$ cat src/rtl/zqs_pkg.sv
// Shared types of the impedance code search sequencer.
package zqs_pkg;

    // Sequencer states: two sweeps (each a try/decide pair), then a two-sided commit
    typedef enum logic [3:0] {
        ST_IDLE    = 4'd0,
        ST_PU_TRY  = 4'd1,
        ST_PU_NEXT = 4'd2,
        ST_PD_TRY  = 4'd3,
        ST_PD_NEXT = 4'd4,
        ST_LD_PU   = 4'd5,
        ST_CL_PU   = 4'd6,
        ST_LD_PD   = 4'd7,
        ST_CL_PD   = 4'd8,
        ST_FIN     = 4'd9
    } zqs_state_e;

endpackage

$ cat src/rtl/zqs_sync.sv
// Multi-flop synchroniser for a single asynchronous bit.
// Assumes: the input is level-like and is held far longer than STAGES cycles.
module zqs_sync #(
    parameter int STAGES = 2
) (
    input  logic clk,
    input  logic rst_n,
    input  logic d_async,
    output logic q_sync
);
    logic [STAGES-1:0] chain;

    // Shift the asynchronous bit through the flop chain
    always_ff @(posedge clk) begin
        if (!rst_n) chain <= '0;
        else        chain <= {chain[STAGES-2:0], d_async};
    end

    assign q_sync = chain[STAGES-1];
endmodule

$ cat src/rtl/zqs_settle_timer.sv
// Counts cycles while the comparator is enabled and flags the last cycle of
// the settle window. The count restarts whenever run drops.
// Assumes: CYC >= 3, so the two-flop synchroniser has caught up before sampling.
module zqs_settle_timer #(
    parameter int CYC = 61
) (
    input  logic clk,
    input  logic rst_n,
    input  logic run,
    output logic last
);
    localparam int CW = $clog2(CYC + 1);
    localparam logic [CW-1:0] LAST_CNT = CW'(CYC - 1);

    logic [CW-1:0] cnt;

    // Free-run while enabled, hold at zero otherwise
    always_ff @(posedge clk) begin
        if (!rst_n || !run) cnt <= '0;
        else if (cnt != LAST_CNT) cnt <= cnt + 1'b1;
    end

    assign last = run && (cnt == LAST_CNT);
endmodule

$ cat src/rtl/zqs_ctrl.sv
// Search and commit controller. It sweeps the pull-up code upward until the
// comparator reads 1, then the pull-down code upward until it reads 0 (taken
// only after at least one step). It backs the pull-down result off by one and
// commits both codes with load/clear pairs.
// Assumes: cmp_sync is already resynchronised; win_last marks the last cycle
// of a settle window.
module zqs_ctrl
    import zqs_pkg::*;
#(
    parameter int PU_W = 5,
    parameter int PD_W = 4
) (
    input  logic            clk,
    input  logic            rst_n,
    input  logic            start,
    input  logic            cmp_sync,
    input  logic            win_last,
    output logic            settle_run,
    output logic [PU_W-1:0] pu_code,
    output logic [PD_W-1:0] pd_code,
    output logic            pd_sel,
    output logic            cmp_en,
    output logic            load_pulse,
    output logic            clear_pulse,
    output logic            done,
    output logic [PU_W-1:0] pu_result,
    output logic [PD_W-1:0] pd_result
);
    localparam logic [PU_W-1:0] PU_LAST = {PU_W{1'b1}};
    localparam logic [PD_W-1:0] PD_LAST = {{(PD_W-1){1'b1}}, 1'b0};
    localparam logic [PD_W-1:0] PD_CAP  = PD_LAST - 1'b1;

    zqs_state_e      state;
    logic            res_q;
    logic [PU_W-1:0] pu_q;
    logic [PD_W-1:0] pd_q;
    logic            sel_q;
    logic            done_q;
    logic [PU_W-1:0] pu_res_q;
    logic [PD_W-1:0] pd_res_q;
    logic            accept;

    assign accept = start && (state == ST_IDLE || state == ST_FIN);

    // Sequencer: trial codes, stop decisions, commit steps and done
    always_ff @(posedge clk) begin
        if (!rst_n) begin
            state    <= ST_IDLE;
            res_q    <= 1'b0;
            pu_q     <= '0;
            pd_q     <= '0;
            sel_q    <= 1'b0;
            done_q   <= 1'b0;
            pu_res_q <= '0;
            pd_res_q <= '0;
        end else if (accept) begin
            state    <= ST_PU_TRY;
            pu_q     <= '0;
            pd_q     <= '0;
            sel_q    <= 1'b0;
            done_q   <= 1'b0;
            pu_res_q <= '0;
            pd_res_q <= '0;
        end else begin
            unique case (state)
                ST_PU_TRY, ST_PD_TRY: begin
                    if (win_last) begin
                        res_q <= cmp_sync;
                        state <= (state == ST_PU_TRY) ? ST_PU_NEXT : ST_PD_NEXT;
                    end
                end
                ST_PU_NEXT: begin
                    if (res_q || pu_q == PU_LAST) begin
                        pu_res_q <= pu_q;
                        pd_q     <= '0;
                        sel_q    <= 1'b1;
                        state    <= ST_PD_TRY;
                    end else begin
                        pu_q  <= pu_q + 1'b1;
                        state <= ST_PU_TRY;
                    end
                end
                ST_PD_NEXT: begin
                    if (!res_q && pd_q != '0) begin
                        pd_res_q <= pd_q - 1'b1;
                        pd_q     <= pd_q - 1'b1;
                        sel_q    <= 1'b0;
                        state    <= ST_LD_PU;
                    end else if (pd_q == PD_LAST) begin
                        pd_res_q <= PD_CAP;
                        pd_q     <= PD_CAP;
                        sel_q    <= 1'b0;
                        state    <= ST_LD_PU;
                    end else begin
                        pd_q  <= pd_q + 1'b1;
                        state <= ST_PD_TRY;
                    end
                end
                ST_LD_PU: state <= ST_CL_PU;
                ST_CL_PU: begin
                    sel_q <= 1'b1;
                    state <= ST_LD_PD;
                end
                ST_LD_PD: state <= ST_CL_PD;
                ST_CL_PD: begin
                    done_q <= 1'b1;
                    state  <= ST_FIN;
                end
                default: state <= state;
            endcase
        end
    end

    // Strobes decoded from the state register
    always_comb begin
        settle_run  = (state == ST_PU_TRY) || (state == ST_PD_TRY);
        load_pulse  = (state == ST_LD_PU) || (state == ST_LD_PD);
        clear_pulse = (state == ST_CL_PU) || (state == ST_CL_PD);
        cmp_en      = settle_run || load_pulse;
    end

    assign pu_code   = pu_q;
    assign pd_code   = pd_q;
    assign pd_sel    = sel_q;
    assign done      = done_q;
    assign pu_result = pu_res_q;
    assign pd_result = pd_res_q;
endmodule

$ cat src/rtl/zq_code_search.sv
// Top of the driver impedance code search sequencer. Joins the comparator
// synchroniser, the settle-window timer and the search/commit controller, and
// forms the plus-one code outputs.
// Assumes: CLK_MHZ and SETTLE_NS describe the real clock and comparator settle time.
module zq_code_search #(
    parameter int PU_W      = 5,
    parameter int PD_W      = 4,
    parameter int CLK_MHZ   = 200,
    parameter int SETTLE_NS = 300,
    parameter int SYNC_STG  = 2
) (
    input  logic            clk,
    input  logic            rst_n,
    input  logic            start,
    input  logic            cmp_result,
    output logic [PU_W-1:0] pu_code,
    output logic [PD_W-1:0] pd_code,
    output logic [PU_W:0]   pu_code_p1,
    output logic [PD_W:0]   pd_code_p1,
    output logic            pd_sel,
    output logic            cmp_en,
    output logic            load_pulse,
    output logic            clear_pulse,
    output logic            done,
    output logic [PU_W-1:0] pu_result,
    output logic [PD_W-1:0] pd_result
);
    localparam int SETTLE_CYC = (SETTLE_NS * CLK_MHZ + 999) / 1000 + 1;

    logic cmp_sync;
    logic win_last;
    logic settle_run;

    zqs_sync #(.STAGES(SYNC_STG)) u_sync (
        .clk     (clk),
        .rst_n   (rst_n),
        .d_async (cmp_result),
        .q_sync  (cmp_sync)
    );

    zqs_settle_timer #(.CYC(SETTLE_CYC)) u_timer (
        .clk   (clk),
        .rst_n (rst_n),
        .run   (settle_run),
        .last  (win_last)
    );

    zqs_ctrl #(.PU_W(PU_W), .PD_W(PD_W)) u_ctrl (
        .clk         (clk),
        .rst_n       (rst_n),
        .start       (start),
        .cmp_sync    (cmp_sync),
        .win_last    (win_last),
        .settle_run  (settle_run),
        .pu_code     (pu_code),
        .pd_code     (pd_code),
        .pd_sel      (pd_sel),
        .cmp_en      (cmp_en),
        .load_pulse  (load_pulse),
        .clear_pulse (clear_pulse),
        .done        (done),
        .pu_result   (pu_result),
        .pd_result   (pd_result)
    );

    // Plus-one companions of the applied codes
    assign pu_code_p1 = {1'b0, pu_code} + 1'b1;
    assign pd_code_p1 = {1'b0, pd_code} + 1'b1;
endmodule

$ cat config.mk
export PLATFORM = sky130hd
export DESIGN_NAME = zq_code_search
export DESIGN_NICKNAME = d
export VERILOG_FILES = /design/src/rtl/zqs_pkg.sv /design/src/rtl/zqs_sync.sv /design/src/rtl/zqs_settle_timer.sv /design/src/rtl/zqs_ctrl.sv /design/src/rtl/zq_code_search.sv
export SDC_FILE = /design/constraint.sdc
export NUM_CORES = 1
export LEC_CHECK = 0
export BUFFER_PORTS_ARGS = -buffer_cell sky130_fd_sc_hd__buf_2
export CORE_MARGIN = 2
export CORE_UTILIZATION = 54
export DETAILED_ROUTE_END_ITERATION = 12
export MAX_ROUTING_LAYER = met4
export PLACE_DENSITY = 0.78
export SYNTH_ARGS = -nofsm -noshare
export SYNTH_HDL_FRONTEND = slang
export SYNTH_SLANG_ARGS = --single-unit
export TNS_END_PERCENT = 5
$ cat constraint.sdc
create_clock -name clk -period 2 [get_ports clk]
set_input_delay 0.2 -clock clk [delete_from_list [all_inputs] [get_ports clk]]
set_output_delay 0.2 -clock clk [all_outputs]
set_load 0.02 [all_outputs]
# Word-level counts from Yosys, hierarchy flattened

Cells that the tools add are included.

Bits in registers: 33
Bits in latches: 0
Bits in writable memories: 0
Memory bits (read-only): 0
Input bits: 4
Logic and storage cells: 84
Memories: 0

$add $sub $neg: 6
$mul: 0
Div/mod/pow operators: 0
Order comparisons: 0
Equality and inequality tests: 17
Shift operators: 0
Mux-type cells: 17
Bitwise operators: 3
Reduce and logical (&&, ||, !) cells: 30

Operators with widths:

| cell                | number |
|---|---|
| $mux 4              | 7 |
| $pmux 4 s7          | 1 |
| $eq 4x3->1 const B  | 4 |
| $eq 4x4->1 const B  | 3 |
| $reduce_and 2->1    | 6 |
| $eq 4x2->1 const B  | 2 |
| $pmux 4 s2          | 1 |
| $reduce_bool 8->1   | 1 |
| $logic_or 1x1->1    | 7 |
| $reduce_bool 7->1   | 1 |
| $add 5x1->6 const B | 1 |
| $add 6x1->6 const B | 1 |
| $eq 6x6->1 const B  | 1 |
| $mux 3              | 2 |
| $ne 3x1->1 const B  | 2 |
| $ne 6x6->1 const B  | 1 |
| $reduce_and 3->1    | 2 |
| $add 4x1->5 const B | 1 |
| $add 5x1->5 const B | 1 |
| $eq 5x5->1 const B  | 1 |
| $add 4x1->4 const B | 1 |
| $eq 4x1->1 const B  | 1 |
| $logic_not 4->1     | 1 |
| $mux 1              | 4 |
| 11 further kinds    | 20 |

# Longest topological paths before layout

Gate-level depths: netlist of run 1.

Word-level depth: 6
Gate-level depth with buffers: 7
Depth with buffers taken out: 7

# Cells and area by module

From an unflattened synthesis of run 1, not the netlist that was laid out.

Cell total of the unflattened synthesis: 228
Area total of the unflattened synthesis: 1858.0 µm²

Modules (own cells, without submodules):

| module           | times used | cells each | area each (µm²) | seq. area each (µm²) |
|---|---|---|---|---|
| zqs_ctrl         | 1          | 174        | 1403.8          | 500.5 |
| zqs_settle_timer | 1          | 34         | 291.5           | 120.1 |
| zq_code_search   | 1          | 16         | 110.1           | 0.0 |
| zqs_sync         | 1          | 4          | 52.6            | 40.0 |

# Worst setup path before layout of run 1

OpenSTA, ideal clock, no wires.

Kind: reg2reg
Start point: reg u_ctrl.pd_q[0], in the netlist u_ctrl.pd_code[0]
End point: reg u_ctrl.pd_q[3], in the netlist u_ctrl.pd_code[3]
Data arrival time: 1757 ps
Slack: 110 ps
Cell stages (with the launch flop): 7
Path buffers: 0
Cell sequence: dfxtp_1 > inv_1 > ha_1 > a21boi_1 > nor2b_1 > o311ai_1 > a21oi_1

Cells in the longest elaborated chain, start to end: 4
Elaborated cells between the ends (all ways): 8
Those cells by class: 2 x add/sub; 1 x eq/ne; 3 x mux; 2 x reduce/logical

Ends and longest elaborated chain:

| element                                     | line                           | RTL |
|---|---|---|
| from (decl)                                 | zqs_ctrl.sv:36                 | `logic [PD_W-1:0] pd_q;` |
| from (signal assigned)                      | zqs_ctrl.sv:86                 | `pd_q <= pd_q - 1'b1;` |
| from (signal assigned)                      | zqs_ctrl.sv:95                 | `pd_q <= pd_q + 1'b1;` |
| $add 4x1->4, or another cell as far along   | zqs_ctrl.sv:95                 |  |
| $mux 4 or $logic_and 1x1->1 (tied branches) | zqs_ctrl.sv:89, zqs_ctrl.sv:84 |  |
| $mux 4 (*)                                  | zqs_ctrl.sv:84                 | `if (!res_q && pd_q != '0) begin` |
| $pmux 4 s2 (*)                              | zqs_ctrl.sv:65                 | `unique case (state)` |

Mark *: on every way between the ends. The rest lies on a longest branch, timed or not.
A chain may end at the register's enable or synchronous reset.

# Final worst setup path of run 1

Start point: reg u_ctrl.state[3]
End point: out clear_pulse

Cells in the longest elaborated chain, start to end: 2
Elaborated cells between the ends (all ways): 3
Those cells by class: 2 x eq/ne; 1 x reduce/logical

Ends and longest elaborated chain:

| element                                  | line                 | RTL |
|---|---|---|
| from (decl)                              | zqs_ctrl.sv:33       | `zqs_state_e state;` |
| from (signal assigned)                   | zqs_ctrl.sv:69       | `state <= (state == ST_PU_TRY) ? ST_PU_NEXT : ST_PD_NEXT;` |
| from (signal assigned)                   | zqs_ctrl.sv:109      | `default: state <= state;` |
| $eq 4x3->1 or $eq 4x4->1 (tied branches) | zqs_ctrl.sv:118      | `clear_pulse = (state == ST_CL_PU) \|\| (state == ST_CL_PD);` |
| $logic_or 1x1->1 (*)                     | zqs_ctrl.sv:118      |  |
| to (decl)                                | zq_code_search.sv:23 | `output logic clear_pulse,` |

Marked as above.

==> impl_metrics.xml, run 1 <==
<?xml version="1.0" encoding="UTF-8"?>
<metrics>
  <group name="run_status">
    <metric name="status" unit="">finished, final reports clean</metric>
  </group>
  <group name="clock_tree">
    <metric name="numClockSinks" unit="">33</metric>
    <metric name="cts_tree" unit="">yes</metric>
    <metric name="ctsLongestPathBuffers" unit="">2</metric>
    <metric name="cts_hold_buf" unit="">0</metric>
    <metric name="cts-htree-levels" unit="">2</metric>
    <metric name="postCtsSetupRepairBufs" unit="">0</metric>
    <metric name="cts.clk_slew.worst_paths" unit="ps">100</metric>
    <metric name="clk_tree_root_cell" unit="">sky130_fd_sc_hd__clkbuf_4</metric>
    <metric name="cts_buffers" unit="">5</metric>
    <metric name="worst_skew_pair.late_latency" unit="ps">320</metric>
    <metric name="ctsResizeCount" unit="">0</metric>
  </group>
  <group name="sta">
    <metric name="grt_setup_unrepaired" unit="">false</metric>
    <metric name="period_share" unit="%">91.6</metric>
    <metric name="fmax" unit="MHz">546</metric>
    <metric name="maxSlewViolCount" unit="">0</metric>
    <metric name="final.setup_skew" unit="ps">4.63</metric>
    <metric name="final_critical_path_setup_slack" unit="ps">167</metric>
    <metric name="min_period" unit="ps">1830</metric>
    <metric name="relSlewSlack" unit="%">67.3</metric>
    <metric name="fin_setup_tns" unit="ps">0</metric>
    <metric name="setup_viol" unit="">0</metric>
    <metric name="worst-slew-pin-transition" unit="ps">491</metric>
    <metric name="final_hold_viol_count" unit="">0</metric>
  </group>
  <group name="synth">
    <metric name="synth.yosys.seq_area_share" unit="%">37.3</metric>
    <metric name="synth.cell_area" unit="µm²">1770</metric>
    <metric name="synth_cell_types" unit="">47</metric>
    <metric name="postSynthNetCount" unit="">223</metric>
    <metric name="synth_async_sr_flop_share" unit="%">0</metric>
    <metric name="postSynth.topFlopCell" unit="">sky130_fd_sc_hd__dfxtp_1</metric>
    <metric name="ys_ff_latch" unit="">33</metric>
    <metric name="yosys_warnings" unit="">0</metric>
    <metric name="synth_edf_count" unit="">0</metric>
    <metric name="syn-mean-instance-area" unit="µm²">8.36</metric>
    <metric name="syn_inst" unit="">212</metric>
  </group>
  <group name="placement">
    <metric name="io_buffer_count" unit="">37</metric>
    <metric name="place.gp.congestion" unit="">0.856</metric>
    <metric name="dpl_worst_slack" unit="ps">215</metric>
    <metric name="post-dp-hpwl" unit="µm">2860</metric>
  </group>
  <group name="critical_path">
    <metric name="critical_path_slowest_stage_cell" unit="">sky130_fd_sc_hd__dfxtp_1</metric>
    <metric name="timing.critical_path.required" unit="ps">1800</metric>
    <metric name="arrival" unit="ps">1630</metric>
    <metric name="timing_worst_setup_path_type" unit="">flip-flop to primary output</metric>
    <metric name="slowest_delay" unit="ps">420</metric>
    <metric name="cell_breakdown_of_the_critical_path" unit="">buf_4 &gt; nor2b_1 &gt; a22oi_1 &gt; nor2_1 &gt; buf_2</metric>
    <metric name="cp_max_fo" unit="">9</metric>
    <metric name="startpoint_type" unit="">flip-flop</metric>
    <metric name="critPathCaptureType" unit="">primary output</metric>
  </group>
  <group name="drt">
    <metric name="detailroute.via_count" unit="">1661</metric>
    <metric name="finalWirelength" unit="µm">3880</metric>
    <metric name="detail_route.drc_violations" unit="">0</metric>
    <metric name="drt-pass1-iter-count" unit="">4</metric>
    <metric name="drtIter0Drc" unit="">83</metric>
    <metric name="vias_per_cell" unit="">5.56</metric>
    <metric name="route.antenna.remaining_nets" unit="">0</metric>
    <metric name="route.detailed.wl_per_inst" unit="µm">13.0</metric>
  </group>
  <group name="die">
    <metric name="die-width" unit="µm">61.3</metric>
    <metric name="die_h" unit="µm">61.3</metric>
    <metric name="top_level_ports" unit="">38</metric>
    <metric name="fp.coreArea" unit="µm²">3080</metric>
    <metric name="rows" unit="">20</metric>
    <metric name="starting_utilization_of_the_core_area" unit="%">57.6</metric>
    <metric name="die_area" unit="µm²">3760</metric>
  </group>
  <group name="power">
    <metric name="pwr_density_cell" unit="nW/µm²">509</metric>
    <metric name="leakage" unit="nW">0.890</metric>
    <metric name="peakVddDrop" unit="V">0.000439</metric>
    <metric name="power" unit="mW">1.06</metric>
  </group>
  <group name="final_layout">
    <metric name="nets" unit="">265</metric>
    <metric name="num-fill-cells" unit="">288</metric>
    <metric name="finalCoreUtilization" unit="%">67.6</metric>
    <metric name="antenna-diode-count" unit="">0</metric>
    <metric name="area_delta_synth_final" unit="%">17.4</metric>
    <metric name="layout-drive-gt1-share" unit="%">22.4</metric>
  </group>
  <group name="grt">
    <metric name="first_pass_grt_wire_length" unit="µm">6170</metric>
    <metric name="number_of_antenna_violations_at_the_first_check_in_global_routing" unit="">0</metric>
    <metric name="global_route.usage.total" unit="%">22.7</metric>
    <metric name="first_global_vias" unit="">1398</metric>
    <metric name="pin_count_of_the_biggest_net_entering_global_routing" unit="">24</metric>
    <metric name="gr-total-overflow" unit="">0</metric>
  </group>
  <group name="flow_run">
    <metric name="maxCapViolations" unit="">0</metric>
  </group>
  <group name="min_path">
    <metric name="worst_min_delay_path_class" unit="">input port to flip-flop</metric>
  </group>
</metrics>
-- per-stage QoR --
| stage | std cells | cell area (µm²) | hold slack, ps |
|---|---|---|---|
| floorplan | 212 | 1770 | 322 |
| detailed placement | 291 | 2030 | 414 |
| global route | 299 | 2080 | 58.3 |
| global placement | 291 | 2030 | 407 |
| finish | 299 | 2080 | 79.0 |
| CTS | 299 | 2080 | 62.0 |
-- cells by family after synthesis --
family	count (synthesis)	share of synthesized area, %
AO/OA/AOI/OAI	59	22.4
XOR/XNOR	10	4.94
adder cells (fa/ha/maj)	7	4.94
buffers and inverters	21	4.94
flip-flops	33	37.3
multiplexers	2	1.13
AND/OR/NAND/NOR	80	24.4
-- layer usage --
layer / GRT usage [%] / up-vias / part of all wire [%]
li1: - / 853 / -
met1: 29.3 / 767 / 47
met2: 33.9 / 37 / 47
met3: 6.30 / 4 / 4.3
met4: 8.07 / 0 / 1.2
met5: - / - / 0
-- Yosys cell counts, types with 2 or more instances --
library cell / n / share of area (%)
sky130_fd_sc_hd__mux2i_1: 2 / 1.1
sky130_fd_sc_hd__nor3_1: 3 / 0.85
sky130_fd_sc_hd__o21bai_1: 3 / 1.3
sky130_fd_sc_hd__xor2_1: 5 / 2.5
sky130_fd_sc_hd__a31oi_1: 9 / 3.2
sky130_fd_sc_hd__nand2_1: 19 / 4.0
sky130_fd_sc_hd__a311oi_1: 3 / 1.5
sky130_fd_sc_hd__and3_1: 5 / 1.8
sky130_fd_sc_hd__xnor2_1: 5 / 2.5
sky130_fd_sc_hd__ha_1: 7 / 4.9
sky130_fd_sc_hd__or3_1: 3 / 1.1
sky130_fd_sc_hd__and2_1: 3 / 1.1
sky130_fd_sc_hd__nand2b_1: 3 / 1.1
sky130_fd_sc_hd__o311ai_1: 2 / 0.99
sky130_fd_sc_hd__o31ai_1: 3 / 1.3
sky130_fd_sc_hd__nor2b_1: 7 / 2.5
sky130_fd_sc_hd__inv_1: 10 / 2.1
sky130_fd_sc_hd__clkbuf_1: 9 / 1.9
sky130_fd_sc_hd__nand3_1: 11 / 3.1
sky130_fd_sc_hd__nor2_1: 16 / 3.4
sky130_fd_sc_hd__nor4_1: 3 / 1.1
sky130_fd_sc_hd__o21ai_1: 2 / 0.56
sky130_fd_sc_hd__dfxtp_1: 33 / 37
sky130_fd_sc_hd__a211oi_1: 4 / 1.7
sky130_fd_sc_hd__a21oi_1: 20 / 5.6
-- flip-flops by register name, summed over array words and instances (netlist names) --
name and count:
u_ctrl.done 1, u_ctrl.pd_result 4, u_sync.chain 2, u_timer.cnt 6, u_ctrl.res_q 1, u_ctrl.state 4, u_ctrl.pu_code 5, u_ctrl.pd_sel 1
u_ctrl.pd_code 4, u_ctrl.pu_result 5
-- final cells by class --
class	count	area [µm²]	area share [%]
well taps	44	55.1	2.65
clock buffers	6	41.3	1.98
repair buffers	46	253	12.1
multi-input cells	158	1020	49.2
inverters	10	37.5	1.80
clock inverters	2	10.0	0.481
flip-flops and latches	33	661	31.7
-- path summary, 6_finish.rpt --
check | depth (start not counted) | slack (ps) | end | start
worst min-delay path | 2 | 80 | u_sync.chain[0] | cmp_result
worst max register to register | 7 | 190 | u_ctrl.pu_code[0] | u_ctrl.pu_code[0]
worst min register to register | 1 | 450 | u_sync.chain[1] | u_sync.chain[0]
worst max-delay path | 5 | 170 | clear_pulse | u_ctrl.state[3]
-- layout by cell type, fill, tap and decap left out, types with 3 or more instances in the layout --
| cell type | synthesis | final |
|---|---|---|
| sky130_fd_sc_hd__buf_2 | 1 | 37 |
| sky130_fd_sc_hd__dfxtp_1 | 33 | 33 |
| sky130_fd_sc_hd__a21oi_1 | 20 | 20 |
| sky130_fd_sc_hd__nand2_1 | 19 | 19 |
| sky130_fd_sc_hd__nor2_1 | 16 | 16 |
| sky130_fd_sc_hd__nand3_1 | 11 | 11 |
| sky130_fd_sc_hd__inv_1 | 10 | 10 |
| sky130_fd_sc_hd__a31oi_1 | 9 | 9 |
| sky130_fd_sc_hd__buf_4 | 0 | 9 |
| sky130_fd_sc_hd__nor2b_1 | 7 | 7 |
| sky130_fd_sc_hd__ha_1 | 7 | 7 |
| sky130_fd_sc_hd__xor2_1 | 5 | 5 |
| sky130_fd_sc_hd__and3_1 | 5 | 5 |
| sky130_fd_sc_hd__xnor2_1 | 5 | 5 |
| sky130_fd_sc_hd__clkbuf_4 | 0 | 5 |
| sky130_fd_sc_hd__a211oi_1 | 4 | 4 |
| sky130_fd_sc_hd__nand2b_1 | 3 | 3 |
| sky130_fd_sc_hd__and2_1 | 3 | 3 |
| sky130_fd_sc_hd__o31ai_1 | 3 | 3 |
| sky130_fd_sc_hd__or3_1 | 3 | 3 |
| sky130_fd_sc_hd__a311oi_1 | 3 | 3 |
| sky130_fd_sc_hd__nor3_1 | 3 | 3 |
| sky130_fd_sc_hd__o21bai_1 | 3 | 3 |
| sky130_fd_sc_hd__nor4_1 | 3 | 3 |
-- where the power goes --
| part | leakage (nW) | switching, mW | internal [mW] | total (mW) |
|---|---|---|---|---|
| logic | 0.591 | 0.0301 | 0.0174 | 0.0476 |
| registers | 0.267 | 0.00650 | 0.661 | 0.668 |
| clock network | 0.0320 | 0.210 | 0.134 | 0.344 |
| total | 0.890 | 0.247 | 0.813 | 1.06 |
-- critical path: cells and delay by family, from the launching register on --
family          cells  cell delay (ps)
buf+inv             2              380
simple gates        2              370
flops               1              420
compound gates      1              140
(Power assumes the default switching activity.)
==> run 2, diff against run 1 <==
SYNTH_HIERARCHICAL = 1   (was unset)
==> run 2 against run 1 <==
  * Total power up 1.2%
  * Maximum frequency up 0.28%
  * Highest routed layer unchanged
  * Final cell count up 8.4%
==> impl_metrics.xml, run 2 <==
<?xml version="1.0" encoding="UTF-8"?>
<metrics>
  <group name="power">
    <metric name="p_comb_share" unit="%">4.9</metric>
    <metric name="switching_power" unit="µW">257</metric>
    <metric name="leakage" unit="nW">0.910</metric>
    <metric name="pwr_density_cell" unit="nW/µm²">481</metric>
    <metric name="internal_power" unit="µW">816</metric>
    <metric name="sequential_cell_fraction_of_total_power" unit="%">62.1</metric>
    <metric name="power" unit="mW">1.07</metric>
    <metric name="clockPowerShare" unit="%">33.0</metric>
    <metric name="peakVddDrop" unit="V">0.000307</metric>
    <metric name="power_switching_share" unit="%">23.9</metric>
  </group>
  <group name="synth">
    <metric name="yosys_warnings" unit="">6</metric>
    <metric name="synth.cell_area" unit="µm²">1860</metric>
    <metric name="synth_async_sr_flop_share" unit="%">0</metric>
    <metric name="ys_ff_latch" unit="">33</metric>
    <metric name="synth_top_area_share" unit="%">35.6</metric>
    <metric name="yosys.area.top_type" unit="">sky130_fd_sc_hd__dfxtp_1</metric>
    <metric name="synth_cell_types" unit="">45</metric>
    <metric name="postSynth.topFlopCell" unit="">sky130_fd_sc_hd__dfxtp_1</metric>
    <metric name="ys_top_cells_by_area" unit="">sky130_fd_sc_hd__dfxtp_1 (36%), sky130_fd_sc_hd__ha_1 (6.1%), sky130_fd_sc_hd__a21oi_1 (5.9%), sky130_fd_sc_hd__nand2_1 (4.4%), sky130_fd_sc_hd__nand3_1 (4.3%)</metric>
    <metric name="postSynthNetCount" unit="">241</metric>
    <metric name="synth_edf_count" unit="">0</metric>
    <metric name="synth.cells.most_frequent" unit="">sky130_fd_sc_hd__dfxtp_1 (33), sky130_fd_sc_hd__a21oi_1 (22), sky130_fd_sc_hd__nand2_1 (22)</metric>
    <metric name="syn-mean-instance-area" unit="µm²">8.15</metric>
    <metric name="syn_inst" unit="">228</metric>
    <metric name="synthMostInstantiatedCell" unit="">sky130_fd_sc_hd__dfxtp_1</metric>
    <metric name="synth.yosys.seq_area_share" unit="%">35.6</metric>
  </group>
  <group name="critical_path">
    <metric name="cp_max_fo" unit="">5</metric>
    <metric name="r2r_start" unit="">u_timer/cnt[0]</metric>
    <metric name="r2r_end" unit="">u_ctrl/state[1]</metric>
    <metric name="arrival" unit="ps">2000</metric>
    <metric name="timing_worst_setup_path_type" unit="">flip-flop to flip-flop</metric>
    <metric name="regToRegSetupSlack" unit="ps">170</metric>
    <metric name="worstSetupEndpoint" unit="">u_ctrl/state[1]</metric>
    <metric name="origin_of_the_worst_setup_path" unit="">u_timer/cnt[0]</metric>
    <metric name="timing.critical_path.required" unit="ps">2180</metric>
    <metric name="startpoint_type" unit="">flip-flop</metric>
    <metric name="critPathCaptureType" unit="">flip-flop</metric>
    <metric name="timing.reg2reg.worst_path_depth" unit="">8</metric>
  </group>
  <group name="clock_tree">
    <metric name="cts-htree-levels" unit="">2</metric>
    <metric name="ctsLongestPathBuffers" unit="">2</metric>
    <metric name="worst_skew_pair.late_latency" unit="ps">330</metric>
    <metric name="cts.clk_slew.worst_paths" unit="ps">100</metric>
    <metric name="cts_hold_buf" unit="">0</metric>
    <metric name="cts_buffers" unit="">5</metric>
    <metric name="numClockSinks" unit="">33</metric>
    <metric name="clk_tree_root_cell" unit="">sky130_fd_sc_hd__clkbuf_4</metric>
    <metric name="postCtsSetupRepairBufs" unit="">0</metric>
    <metric name="ctsResizeCount" unit="">0</metric>
    <metric name="cts_tree" unit="">yes</metric>
  </group>
  <group name="grt">
    <metric name="global_route.usage.total" unit="%">22.6</metric>
    <metric name="first_global_vias" unit="">1554</metric>
    <metric name="number_of_antenna_violations_at_the_first_check_in_global_routing" unit="">0</metric>
    <metric name="pin_count_of_the_biggest_net_entering_global_routing" unit="">16</metric>
    <metric name="first_pass_grt_wire_length" unit="µm">6930</metric>
    <metric name="gr-total-overflow" unit="">0</metric>
  </group>
  <group name="final_layout">
    <metric name="regMostFlops" unit="">u_timer/cnt</metric>
    <metric name="area_delta_synth_final" unit="%">19.9</metric>
    <metric name="antenna-diode-count" unit="">0</metric>
    <metric name="nets" unit="">290</metric>
    <metric name="final_cell_mix" unit="">sky130_fd_sc_hd__buf_2 (37), sky130_fd_sc_hd__dfxtp_1 (31), sky130_fd_sc_hd__nand2_1 (22), sky130_fd_sc_hd__a21oi_1 (22), sky130_fd_sc_hd__buf_4 (17)</metric>
    <metric name="largest_register_ff_count" unit="">6</metric>
    <metric name="stdcell_count" unit="">324</metric>
    <metric name="layout-drive-gt1-share" unit="%">25.9</metric>
    <metric name="final_common_cell" unit="">sky130_fd_sc_hd__buf_2</metric>
  </group>
  <group name="sta">
    <metric name="fin_worst_hold_slack" unit="ps">68.0</metric>
    <metric name="final.setup_skew" unit="ps">6.26</metric>
    <metric name="maxSlewViolCount" unit="">0</metric>
    <metric name="worst-slew-pin-transition" unit="ps">670</metric>
    <metric name="fin_setup_tns" unit="ps">0</metric>
    <metric name="final_hold_viol_count" unit="">0</metric>
    <metric name="grt_setup_unrepaired" unit="">false</metric>
    <metric name="min_period" unit="ps">1830</metric>
    <metric name="setup_viol" unit="">0</metric>
    <metric name="relSlewSlack" unit="%">55.0</metric>
    <metric name="period_share" unit="%">91.4</metric>
    <metric name="fmax" unit="MHz">547</metric>
  </group>
  <group name="drt">
    <metric name="drt-pass1-iter-count" unit="">4</metric>
    <metric name="drtIter0Drc" unit="">121</metric>
    <metric name="finalWirelength" unit="µm">4160</metric>
    <metric name="route.detailed.wl_per_inst" unit="µm">12.8</metric>
    <metric name="vias_per_cell" unit="">5.53</metric>
    <metric name="route.antenna.remaining_nets" unit="">0</metric>
    <metric name="detailroute.via_count" unit="">1793</metric>
    <metric name="detail_route.drc_violations" unit="">0</metric>
  </group>
  <group name="run_status">
    <metric name="status" unit="">finished, final reports clean</metric>
  </group>
  <group name="placement">
    <metric name="inst_count_dp" unit="">316</metric>
    <metric name="io_buffer_count" unit="">37</metric>
    <metric name="place.gp.congestion" unit="">0.927</metric>
    <metric name="post-dp-hpwl" unit="µm">3010</metric>
  </group>
  <group name="die">
    <metric name="top_level_ports" unit="">38</metric>
    <metric name="die_area" unit="µm²">3930</metric>
    <metric name="die_h" unit="µm">62.7</metric>
    <metric name="starting_utilization_of_the_core_area" unit="%">56.1</metric>
    <metric name="die-width" unit="µm">62.7</metric>
    <metric name="rows" unit="">21</metric>
    <metric name="fp.coreArea" unit="µm²">3310</metric>
  </group>
  <group name="flow_run">
    <metric name="maxCapViolations" unit="">0</metric>
  </group>
  <group name="min_path">
    <metric name="worst_min_delay_path_class" unit="">input port to flip-flop</metric>
  </group>
</metrics>
## run 2: cell families after synthesis
| logic type | count (synthesis) | share of synthesized area (%) |
|---|---|---|
| buffers and inverters | 28 | 6.20 |
| DFF | 33 | 35.6 |
| adders and majority gates | 9 | 6.06 |
| AOI/OAI and AO/OA | 62 | 22.3 |
| and+or+nand+nor | 83 | 23.8 |
| xor gates and xnor gates | 13 | 6.13 |
## run 2: layer usage
metal  vias to the layer above  wire, µm  GRT usage [%]  share of wire (%)
met1                       826      1960           27.8                 47
met5                         -         0              -                  0
li1                        915         -              -                  -
met3                         4       192           7.21                4.6
met4                         0        31           6.39               0.74
met2                        48      1980           35.8                 48
## run 2: layout make-up
cell class / count / area [µm²]
fill: 305 / 1080
clock buffer: 6 / 41.3
multi-input combinational: 167 / 1080
tap: 46 / 57.6
clock inverter: 2 / 10.0
timing repair buffer: 54 / 313
sequential: 33 / 663
inverter: 16 / 60.1
## run 2: power by group through the flow
stage,sequential [mW],combinational [mW],clock (mW)
2_1_floorplan,0.679,0.0358,0
3_3_place_gp,0.681,0.0503,0
3_5_place_dp,0.681,0.0515,0
4_1_cts,0.666,0.0517,0.361
5_1_grt,0.667,0.0565,0.394
6_report,0.666,0.0523,0.354
## run 2: metrics by stage
stage,setup WS [ps],area (µm²),utilization (%)
final,172,2230,67.3
after global routing,33.6,2230,67.3
after CTS,123,2220,67.2
after detailed placement,147,2170,65.6
after global placement,158,2170,65.6
after floorplan,93.0,1860,-
## run 2: critical path, stage by stage (launching register included)
cell	delay, ps
sky130_fd_sc_hd__dfxtp_2	370
sky130_fd_sc_hd__inv_1	70
sky130_fd_sc_hd__ha_1	220
sky130_fd_sc_hd__and2_1	190
sky130_fd_sc_hd__and3_2	250
sky130_fd_sc_hd__a21oi_1	150
sky130_fd_sc_hd__nor2_1	50
sky130_fd_sc_hd__a311oi_1	280
sky130_fd_sc_hd__a311oi_1	80
## run 2: how the worst min path moves through the flow
stage,depth (start not counted),endpoint,start
4_1_cts,2,u_sync/chain[0],cmp_result
6_report,2,u_sync/chain[0],cmp_result
3_5_place_dp,2,u_sync/chain[0],cmp_result
2_1_floorplan,1,u_ctrl/state[0],rst_n
3_3_place_gp,2,u_sync/chain[0],cmp_result
5_1_grt,2,u_sync/chain[0],cmp_result
